--- src/rtl/wpr_pkg.sv ---
package wpr_pkg;
  localparam int unsigned RET_PORTS = 2;

  typedef enum logic {
    BRK_BEFORE = 1'b0,
    BRK_AFTER  = 1'b1
  } brk_kind_e;
endpackage

--- src/rtl/wpr_slot_file.sv ---
module wpr_slot_file #(
  parameter int unsigned TAG_W  = 3,
  parameter int unsigned NTYPE  = 4,
  parameter int unsigned ADDR_W = 32,
  parameter int unsigned NRET   = 2
) (
  input  logic                   clk_i,
  input  logic                   rst_ni,
  input  logic                   flush_i,
  input  logic                   m_valid_i,
  input  logic [TAG_W-1:0]       m_tag_i,
  input  logic [NTYPE-1:0]       m_type_i,
  input  logic                   m_ibrk_i,
  input  logic                   m_lbrk_i,
  input  logic [ADDR_W-1:0]      m_addr_i,
  input  logic [NRET-1:0]        r_valid_i,
  input  logic [NRET*TAG_W-1:0]  r_tag_i,
  output logic [NRET*NTYPE-1:0]  r_type_o,
  output logic [NRET-1:0]        r_ibrk_o,
  output logic [NRET-1:0]        r_lbrk_o,
  output logic [NRET*ADDR_W-1:0] r_addr_o
);
  localparam int unsigned NSLOT = 2 ** TAG_W;

  logic [NTYPE-1:0]  pend_q [NSLOT];
  logic [ADDR_W-1:0] addr_q [NSLOT];
  logic [NSLOT-1:0]  ibrk_q, lbrk_q, ret_hit;
  logic              m_live;
  logic              any_pend;

  assign m_live = m_valid_i & ~flush_i;

  always_comb begin
    ret_hit = '0;
    for (int p = 0; p < NRET; p++)
      if (r_valid_i[p]) ret_hit[r_tag_i[p*TAG_W +: TAG_W]] = 1'b1;
  end

  always_ff @(posedge clk_i or negedge rst_ni) begin
    if (!rst_ni) begin
      ibrk_q <= '0;
      lbrk_q <= '0;
      for (int s = 0; s < NSLOT; s++) begin
        pend_q[s] <= '0;
        addr_q[s] <= '0;
      end
    end else begin
      for (int s = 0; s < NSLOT; s++) begin
        if (flush_i || ret_hit[s]) begin
          pend_q[s] <= '0;
          ibrk_q[s] <= 1'b0;
          lbrk_q[s] <= 1'b0;
        end else if (m_live && m_tag_i == TAG_W'(s)) begin
          pend_q[s] <= pend_q[s] | m_type_i;  // duplicates merge
          ibrk_q[s] <= ibrk_q[s] | m_ibrk_i;
          if (m_lbrk_i && !lbrk_q[s]) begin
            lbrk_q[s] <= 1'b1;
            addr_q[s] <= m_addr_i;            // first transfer only
          end
        end
      end
    end
  end

  // read with bypass of a same-cycle match
  always_comb begin
    for (int p = 0; p < NRET; p++) begin
      logic [TAG_W-1:0] t;
      logic             byp;
      t   = r_tag_i[p*TAG_W +: TAG_W];
      byp = m_live && (m_tag_i == t);
      r_type_o[p*NTYPE +: NTYPE]   = pend_q[t] | (byp ? m_type_i : '0);
      r_ibrk_o[p]                  = ibrk_q[t] | (byp & m_ibrk_i);
      r_lbrk_o[p]                  = lbrk_q[t] | (byp & m_lbrk_i);
      r_addr_o[p*ADDR_W +: ADDR_W] = lbrk_q[t] ? addr_q[t] : m_addr_i;
    end
  end

  always_comb begin
    any_pend = |ibrk_q | |lbrk_q;
    for (int s = 0; s < NSLOT; s++) any_pend = any_pend | (|pend_q[s]);
  end

  AST_FLUSH_EMPTIES: assert property (@(posedge clk_i) disable iff (!rst_ni)
    flush_i |=> !any_pend);
endmodule

--- src/rtl/wpr_retire_merge.sv ---
module wpr_retire_merge #(
  parameter int unsigned NTYPE  = 4,
  parameter int unsigned ADDR_W = 32,
  parameter int unsigned NRET   = 2
) (
  input  logic [NRET-1:0]        r_valid_i,
  input  logic [NRET*NTYPE-1:0]  r_type_i,
  input  logic [NRET-1:0]        r_ibrk_i,
  input  logic [NRET-1:0]        r_lbrk_i,
  input  logic [NRET*ADDR_W-1:0] r_addr_i,
  output logic [NRET-1:0]        e_valid_o,
  output logic [NRET*NTYPE-1:0]  e_type_o,
  output logic                   b_req_o,
  output wpr_pkg::brk_kind_e     b_kind_o,
  output logic [ADDR_W-1:0]      b_addr_o
);
  import wpr_pkg::*;

  always_comb begin
    logic blocked;
    blocked   = 1'b0;
    e_valid_o = '0;
    e_type_o  = '0;
    b_req_o   = 1'b0;
    b_kind_o  = BRK_BEFORE;
    b_addr_o  = '0;
    for (int p = 0; p < NRET; p++) begin
      e_valid_o[p] = r_valid_i[p] & ~blocked;
      if (e_valid_o[p]) begin
        e_type_o[p*NTYPE +: NTYPE] = r_type_i[p*NTYPE +: NTYPE];
        if (r_ibrk_i[p] || r_lbrk_i[p]) begin
          b_req_o  = 1'b1;
          b_kind_o = r_ibrk_i[p] ? BRK_BEFORE : BRK_AFTER;  // before wins
          b_addr_o = r_addr_i[p*ADDR_W +: ADDR_W];
          blocked  = 1'b1;  // younger ports are cancelled by the break
        end
      end
    end
  end
endmodule

--- src/rtl/wpr_event_counter.sv ---
module wpr_event_counter #(
  parameter int unsigned CNT_W = 16,
  parameter int unsigned NRET  = 2
) (
  input  logic             clk_i,
  input  logic             rst_ni,
  input  logic             load_i,
  input  logic [CNT_W-1:0] load_val_i,
  input  logic [NRET-1:0]  hit_i,
  output logic [CNT_W-1:0] cnt_o,
  output logic             zero_o
);
  localparam int unsigned DW = $clog2(NRET + 1);

  logic [CNT_W-1:0] cnt_q;
  logic [DW-1:0]    dec;

  always_comb begin
    dec = '0;
    for (int p = 0; p < NRET; p++) dec = dec + DW'(hit_i[p]);
  end

  always_ff @(posedge clk_i or negedge rst_ni) begin
    if (!rst_ni)                  cnt_q <= '0;
    else if (load_i)              cnt_q <= load_val_i;
    else if (cnt_q < CNT_W'(dec)) cnt_q <= '0;
    else                          cnt_q <= cnt_q - CNT_W'(dec);
  end

  assign cnt_o  = cnt_q;
  assign zero_o = (cnt_q == '0);

  AST_NO_UNDERFLOW: assert property (@(posedge clk_i) disable iff (!rst_ni)
    (zero_o && !load_i) |=> zero_o);
  AST_ONLY_DOWN: assert property (@(posedge clk_i) disable iff (!rst_ni)
    !load_i |=> (cnt_q <= $past(cnt_q)));
endmodule

--- src/rtl/wpr_reporter.sv ---
module wpr_reporter
  import wpr_pkg::*;
#(
  parameter int unsigned TAG_W  = 3,
  parameter int unsigned NTYPE  = 4,
  parameter int unsigned ADDR_W = 32,
  parameter int unsigned CNT_W  = 16,
  parameter int unsigned NRET   = RET_PORTS
) (
  input  logic                    clk_i,
  input  logic                    rst_ni,
  input  logic                    flush_i,
  input  logic                    match_valid_i,
  input  logic [TAG_W-1:0]        match_tag_i,
  input  logic [NTYPE-1:0]        match_type_i,
  input  logic                    match_ibrk_i,
  input  logic                    match_lbrk_i,
  input  logic [ADDR_W-1:0]       match_addr_i,
  input  logic [NRET-1:0]         ret_valid_i,
  input  logic [NRET*TAG_W-1:0]   ret_tag_i,
  input  logic [NTYPE-1:0]        cnt_load_i,
  input  logic [CNT_W-1:0]        cnt_load_val_i,
  output logic [NRET-1:0]         rep_valid_o,
  output logic [NRET*NTYPE-1:0]   rep_type_o,
  output logic                    brk_req_o,
  output logic                    brk_after_o,
  output logic [ADDR_W-1:0]       brk_addr_o,
  output logic [NTYPE*CNT_W-1:0]  cnt_o,
  output logic [NTYPE-1:0]        cnt_zero_o
);
  logic [NRET*NTYPE-1:0]  rd_type, ev_type;
  logic [NRET-1:0]        rd_ibrk, rd_lbrk, ev_valid;
  logic [NRET*ADDR_W-1:0] rd_addr;
  logic                   b_req;
  brk_kind_e              b_kind;
  logic [ADDR_W-1:0]      b_addr;

  wpr_slot_file #(
    .TAG_W(TAG_W), .NTYPE(NTYPE), .ADDR_W(ADDR_W), .NRET(NRET)
  ) i_slots (
    .clk_i, .rst_ni, .flush_i,
    .m_valid_i (match_valid_i),
    .m_tag_i   (match_tag_i),
    .m_type_i  (match_type_i),
    .m_ibrk_i  (match_ibrk_i),
    .m_lbrk_i  (match_lbrk_i),
    .m_addr_i  (match_addr_i),
    .r_valid_i (ret_valid_i),
    .r_tag_i   (ret_tag_i),
    .r_type_o  (rd_type),
    .r_ibrk_o  (rd_ibrk),
    .r_lbrk_o  (rd_lbrk),
    .r_addr_o  (rd_addr)
  );

  wpr_retire_merge #(
    .NTYPE(NTYPE), .ADDR_W(ADDR_W), .NRET(NRET)
  ) i_merge (
    .r_valid_i (ret_valid_i),
    .r_type_i  (rd_type),
    .r_ibrk_i  (rd_ibrk),
    .r_lbrk_i  (rd_lbrk),
    .r_addr_i  (rd_addr),
    .e_valid_o (ev_valid),
    .e_type_o  (ev_type),
    .b_req_o   (b_req),
    .b_kind_o  (b_kind),
    .b_addr_o  (b_addr)
  );

  for (genvar t = 0; t < NTYPE; t++) begin : g_cnt
    logic [NRET-1:0] hit;
    for (genvar p = 0; p < NRET; p++) begin : g_hit
      assign hit[p] = ev_type[p*NTYPE + t];
    end
    wpr_event_counter #(.CNT_W(CNT_W), .NRET(NRET)) i_cnt (
      .clk_i, .rst_ni,
      .load_i     (cnt_load_i[t]),
      .load_val_i (cnt_load_val_i),
      .hit_i      (hit),
      .cnt_o      (cnt_o[t*CNT_W +: CNT_W]),
      .zero_o     (cnt_zero_o[t])
    );
  end

  always_ff @(posedge clk_i or negedge rst_ni) begin
    if (!rst_ni) begin
      rep_valid_o <= '0;
      rep_type_o  <= '0;
      brk_req_o   <= 1'b0;
      brk_after_o <= 1'b0;
      brk_addr_o  <= '0;
    end else begin
      rep_valid_o <= ev_valid;
      rep_type_o  <= ev_type;
      brk_req_o   <= b_req;
      brk_after_o <= b_req && (b_kind == BRK_AFTER);
      if (b_req && b_kind == BRK_AFTER) brk_addr_o <= b_addr;
    end
  end

  AST_RET_IN_ORDER: assert property (@(posedge clk_i) disable iff (!rst_ni)
    (ret_valid_i & (ret_valid_i + 1'b1)) == '0);
  AST_AFTER_HAS_REQ: assert property (@(posedge clk_i) disable iff (!rst_ni)
    brk_after_o |-> brk_req_o);
  AST_BAR_HELD: assert property (@(posedge clk_i) disable iff (!rst_ni)
    !(brk_req_o && brk_after_o) |-> $stable(brk_addr_o));
  AST_REP_NEEDS_VALID: assert property (@(posedge clk_i) disable iff (!rst_ni)
    !rep_valid_o[0] |-> (rep_type_o[NTYPE-1:0] == '0));
endmodule

--- config.mk ---
export PLATFORM = sky130hd
export DESIGN_NAME = wpr_reporter
export DESIGN_NICKNAME = d
export VERILOG_FILES = /design/src/rtl/wpr_pkg.sv /design/src/rtl/wpr_slot_file.sv /design/src/rtl/wpr_retire_merge.sv /design/src/rtl/wpr_event_counter.sv /design/src/rtl/wpr_reporter.sv
export SDC_FILE = /design/constraint.sdc
export NUM_CORES = 1
export LEC_CHECK = 0
export ABC_AREA = 1
export ABC_CLOCK_PERIOD_IN_PS = 6600
export BUFFER_PORTS_ARGS = -buffer_cell sky130_fd_sc_hd__buf_2
export CELL_PAD_IN_SITES_DETAIL_PLACEMENT = 1
export CELL_PAD_IN_SITES_GLOBAL_PLACEMENT = 1
export CORE_MARGIN = 1.5
export CORE_UTILIZATION = 47
export CTS_CLUSTER_SIZE = 40
export DETAILED_ROUTE_END_ITERATION = 7
export PLACE_DENSITY_LB_ADDON = 0.1
export SLEW_MARGIN = 25
export SYNTH_ARGS = -nofsm -noshare
export SYNTH_HDL_FRONTEND = slang
export SYNTH_HIERARCHICAL = 1
export SYNTH_SLANG_ARGS = --single-unit
export TNS_END_PERCENT = 30
--- constraint.sdc ---
create_clock -name clk_i -period 6.6 [get_ports clk_i]
set_clock_uncertainty 0.15 [all_clocks]
set_input_delay 1.32 -clock clk_i [delete_from_list [all_inputs] [get_ports clk_i]]
set_output_delay 1.32 -clock clk_i [all_outputs]
set_load 0.02 [all_outputs]
==> flow_summary_export.csv <==
group,metric,value,unit
power,clkPwrFrac,37.1,%
global_route,grt_pass1_vias,28491,
clocking,insertion_delay,610,ps
finish,layout_commonest_cell,"nand2_1",
floorplanning,die_width,243,um
sta,worst_slew_pin_slew,1070,ps
synthesis,syn_area_per_cell,6.44,sq um
drt,first_pass_iters,5,
place,numPortBuffers,184,
synthesis,async_reset_ff_share,100,%
synthesis,yosysWarnings,6,
critical_path,crit_required,6940,ps
critical_path,cp_max_fo,77,
finish,final_cells,5021,
finish,ff_latch_area,10300,sq um
clocking,cts_resized,0,
sta,grt_setup_unrepaired,"no",
floorplanning,core,56600,sq um
run,drv_cap,0,
place,hpwl,65.1,mm
power,ir_drop,0.235,mV
finish,mostFrequentLayoutCells,"1889 x nand2_1, 618 x nand3_1, 550 x inv_1",
drt,via_count,27952,
sta,period_share,72.3,%
finish,nets,4320,
drt,drt_iter0_markers,2159,
power,p_per_area,261,nW/um^2
drt,final_antenna_net_count,0,
synthesis,synthDistinctLibCells,41,
finish,nFillCells,7784,
synthesis,synth_nets,4291,
global_route,grt_first_pass_wirelength,169,mm
floorplanning,die_area,59000,sq um
sta,finalHoldViolCount,0,
global_route,grt_max_degree,130,
finish,area_growth,9.68,%
global_route,antenna_found_initial,6,
drt,vias_per_cell,5.57,
clocking,hold_buffers,0,
sta,fin_crit,4770,ps
critical_path,path_class,"input pin to flip-flop",
power,seq_power_share,39.5,%
power,combPwrFrac,23.3,%
drt,drc_errors,0,
sta,drv_slew,0,
clocking,cts_tree,"yes",
place,gp_congestion,0.913,
drt,routedWlPerCell,21.6,um
global_route,grt_util_all_layers,37.0,%
clocking,cts.path.max_buffers,3,
clocking,path_clk_slew,60,ps
floorplanning,die_h,243,um
floorplanning,io_pins,185,
worst_hold_path,worst_hold_path_type,"flip-flop to flip-flop",
sta,hold-worst-slack,316,ps
place,place_inst,4932,
floorplanning,start_util,47.7,%
synthesis,ys.flop_type,"dfrtp_1",
clocking,root_buffer,"clkbuf_16",
power,internal_power,5.04,mW
synthesis,netlist_instances,4198,
sta,setup_viol,0,
synthesis,synth_edf_count,0,
run_status,status,"completed",
synthesis,synth_seq_cells,412,
finish,multi_input_area,13300,sq um
clocking,postCtsSetupRepairBufs,0,
floorplanning,rows,87,
global_route,grt_remaining_overflow,0,
power,p_sw,2.68,mW
power,switching_share,34.8,%
sta,max_freq,210,MHz
sta,setup_tns,0,ps
clocking,cts_sinks,412,
critical_path,cp-end-kind,"flip-flop",
synthesis,synth_seq_area_share,38.1,%
critical_path,cp-start-kind,"input pin",
critical_path,crit_arrival,5110,ps
synthesis,netlist_area,27000,sq um
sta,slew_headroom,28.3,%
power,p_leak,17.3,nW
finish,drive_gt1_share,9.94,%
clocking,cts_buffers,49,
clocking,cts.htree.levels,2,
drt,wl,109,mm
## cell type report
type | count | area share (%)
repair buffers | 232 | 4.48
inverters | 560 | 7.11
clock buffers | 74 | 5.04
multi-input cells | 2972 | 44.8
diodes | 1 | 0.00844
well taps | 756 | 3.19
flip-flops and latches | 412 | 34.8
clock inverters | 14 | 0.604
## power by group through the flow
stage	combinational, mW	sequential, mW	clock (mW)
4_1_cts	1.78	3.05	2.90
5_1_grt	2.00	3.09	2.99
2_1_floorplan	1.04	3.17	0
3_5_place_dp	1.76	3.09	0
3_3_place_gp	1.71	3.07	0
6_report	1.80	3.05	2.87
## final timing paths
| kind | cells after the start | startpoint | endpoint | slack, ps |
|---|---|---|---|---|
| max | 19 | ret_tag_i[0] | g_cnt[1].i_cnt/cnt_o[12] | 1830 |
| min in group asynchronous | 1 | rst_ni | i_slots/pend_q[27] | 490 |
| min reg2reg | 2 | brk_addr_o[11] | brk_addr_o[11] | 320 |
| max in group asynchronous | 2 | rst_ni | i_slots/addr_q[42] | 4430 |
| max reg2reg | 20 | i_slots/lbrk_q[1] | g_cnt[1].i_cnt/cnt_o[12] | 3020 |
| min | 2 | brk_addr_o[11] | brk_addr_o[11] | 320 |
## cells by family after synthesis
group           share of synthesized area (%)
simple gates                             42.5
buf+inv                                  13.2
flops                                    38.1
compound gates                           4.19
xor+xnor                                0.972
fa+ha+maj                                1.04
## per-stage QoR
| step | setup WS, ps | total power [mW] | utilization, % | area, sq um |
|---|---|---|---|---|
| floorplan | 2230 | 4.21 | - | 27000 |
| global placement | 1560 | 4.79 | 49.4 | 28000 |
| detailed placement | 1330 | 4.85 | 49.4 | 28000 |
| CTS | 1970 | 7.74 | 52.3 | 29600 |
| global route | 1550 | 8.08 | 52.4 | 29600 |
| finish | 1830 | 7.72 | 52.4 | 29600 |
## critical path: stages
cell and delay, ps:
buf_6 510, o21ai_0 150, a21oi_1 450, nand3_1 130, nand2_1 130, nand2_2 90, nand3_2 190, buf_4 350
nor2_1 110, ha_1 310, ha_1 140, inv_1 50, fa_1 400, inv_1 120, nand2_4 100, nor2_8 170
a21oi_4 130, nand3_1 130, nand2_1 70
## synth_stat cells (2+ instances only)
library cell | instances | area (sq um)
xnor2_1 | 3 | 26.3
clkbuf_2 | 3 | 15.0
nand2_4 | 6 | 67.6
fa_1 | 4 | 80.1
nand2_1 | 1889 | 7090
nor2_1 | 137 | 514
nand3b_1 | 4 | 30.0
nor2_4 | 14 | 158
xor2_1 | 27 | 236
inv_2 | 7 | 26.3
buf_1 | 6 | 22.5
buf_6 | 20 | 225
o211ai_1 | 31 | 233
dfrtp_1 | 412 | 10300
nand4_1 | 3 | 18.8
nor3_1 | 2 | 10.0
nor2_2 | 21 | 131
nand3_1 | 619 | 3100
nor3_4 | 4 | 65.1
buf_4 | 45 | 338
clkbuf_1 | 55 | 206
buf_2 | 123 | 616
a21oi_4 | 4 | 65.1
ha_1 | 16 | 200
o21ai_0 | 111 | 556
o21ai_2 | 14 | 123
a21oi_1 | 22 | 110
nor2_8 | 5 | 100
nand2_2 | 25 | 156
inv_1 | 552 | 2070
o21ai_1 | 4 | 20.0
## per-layer routing
metal / part of all wire (%) / up-vias / wire, um / global-route usage, %
met3: 7.4 / 325 / 8090 / 5.88
met5: 0.034 / - / 37 / 0
li1: - / 12826 / - / -
met2: 45 / 1106 / 48800 / 59.5
met1: 43 / 13689 / 46900 / 49.5
met4: 4.5 / 6 / 4870 / 15.3
## state kept, by name, summed over array words and instances, names as in the netlist
| signal | cells |
|---|---|
| brk_addr_o | 32 |
| g_cnt.i_cnt/cnt_o | 64 |
| brk_req_o | 1 |
| brk_after_o | 1 |
| i_slots/lbrk_q | 8 |
| i_slots/pend_q | 32 |
| rep_type_o | 8 |
| i_slots/ibrk_q | 8 |
| rep_valid_o | 2 |
| i_slots/addr_q | 256 |
(Power assumes the default switching activity.)
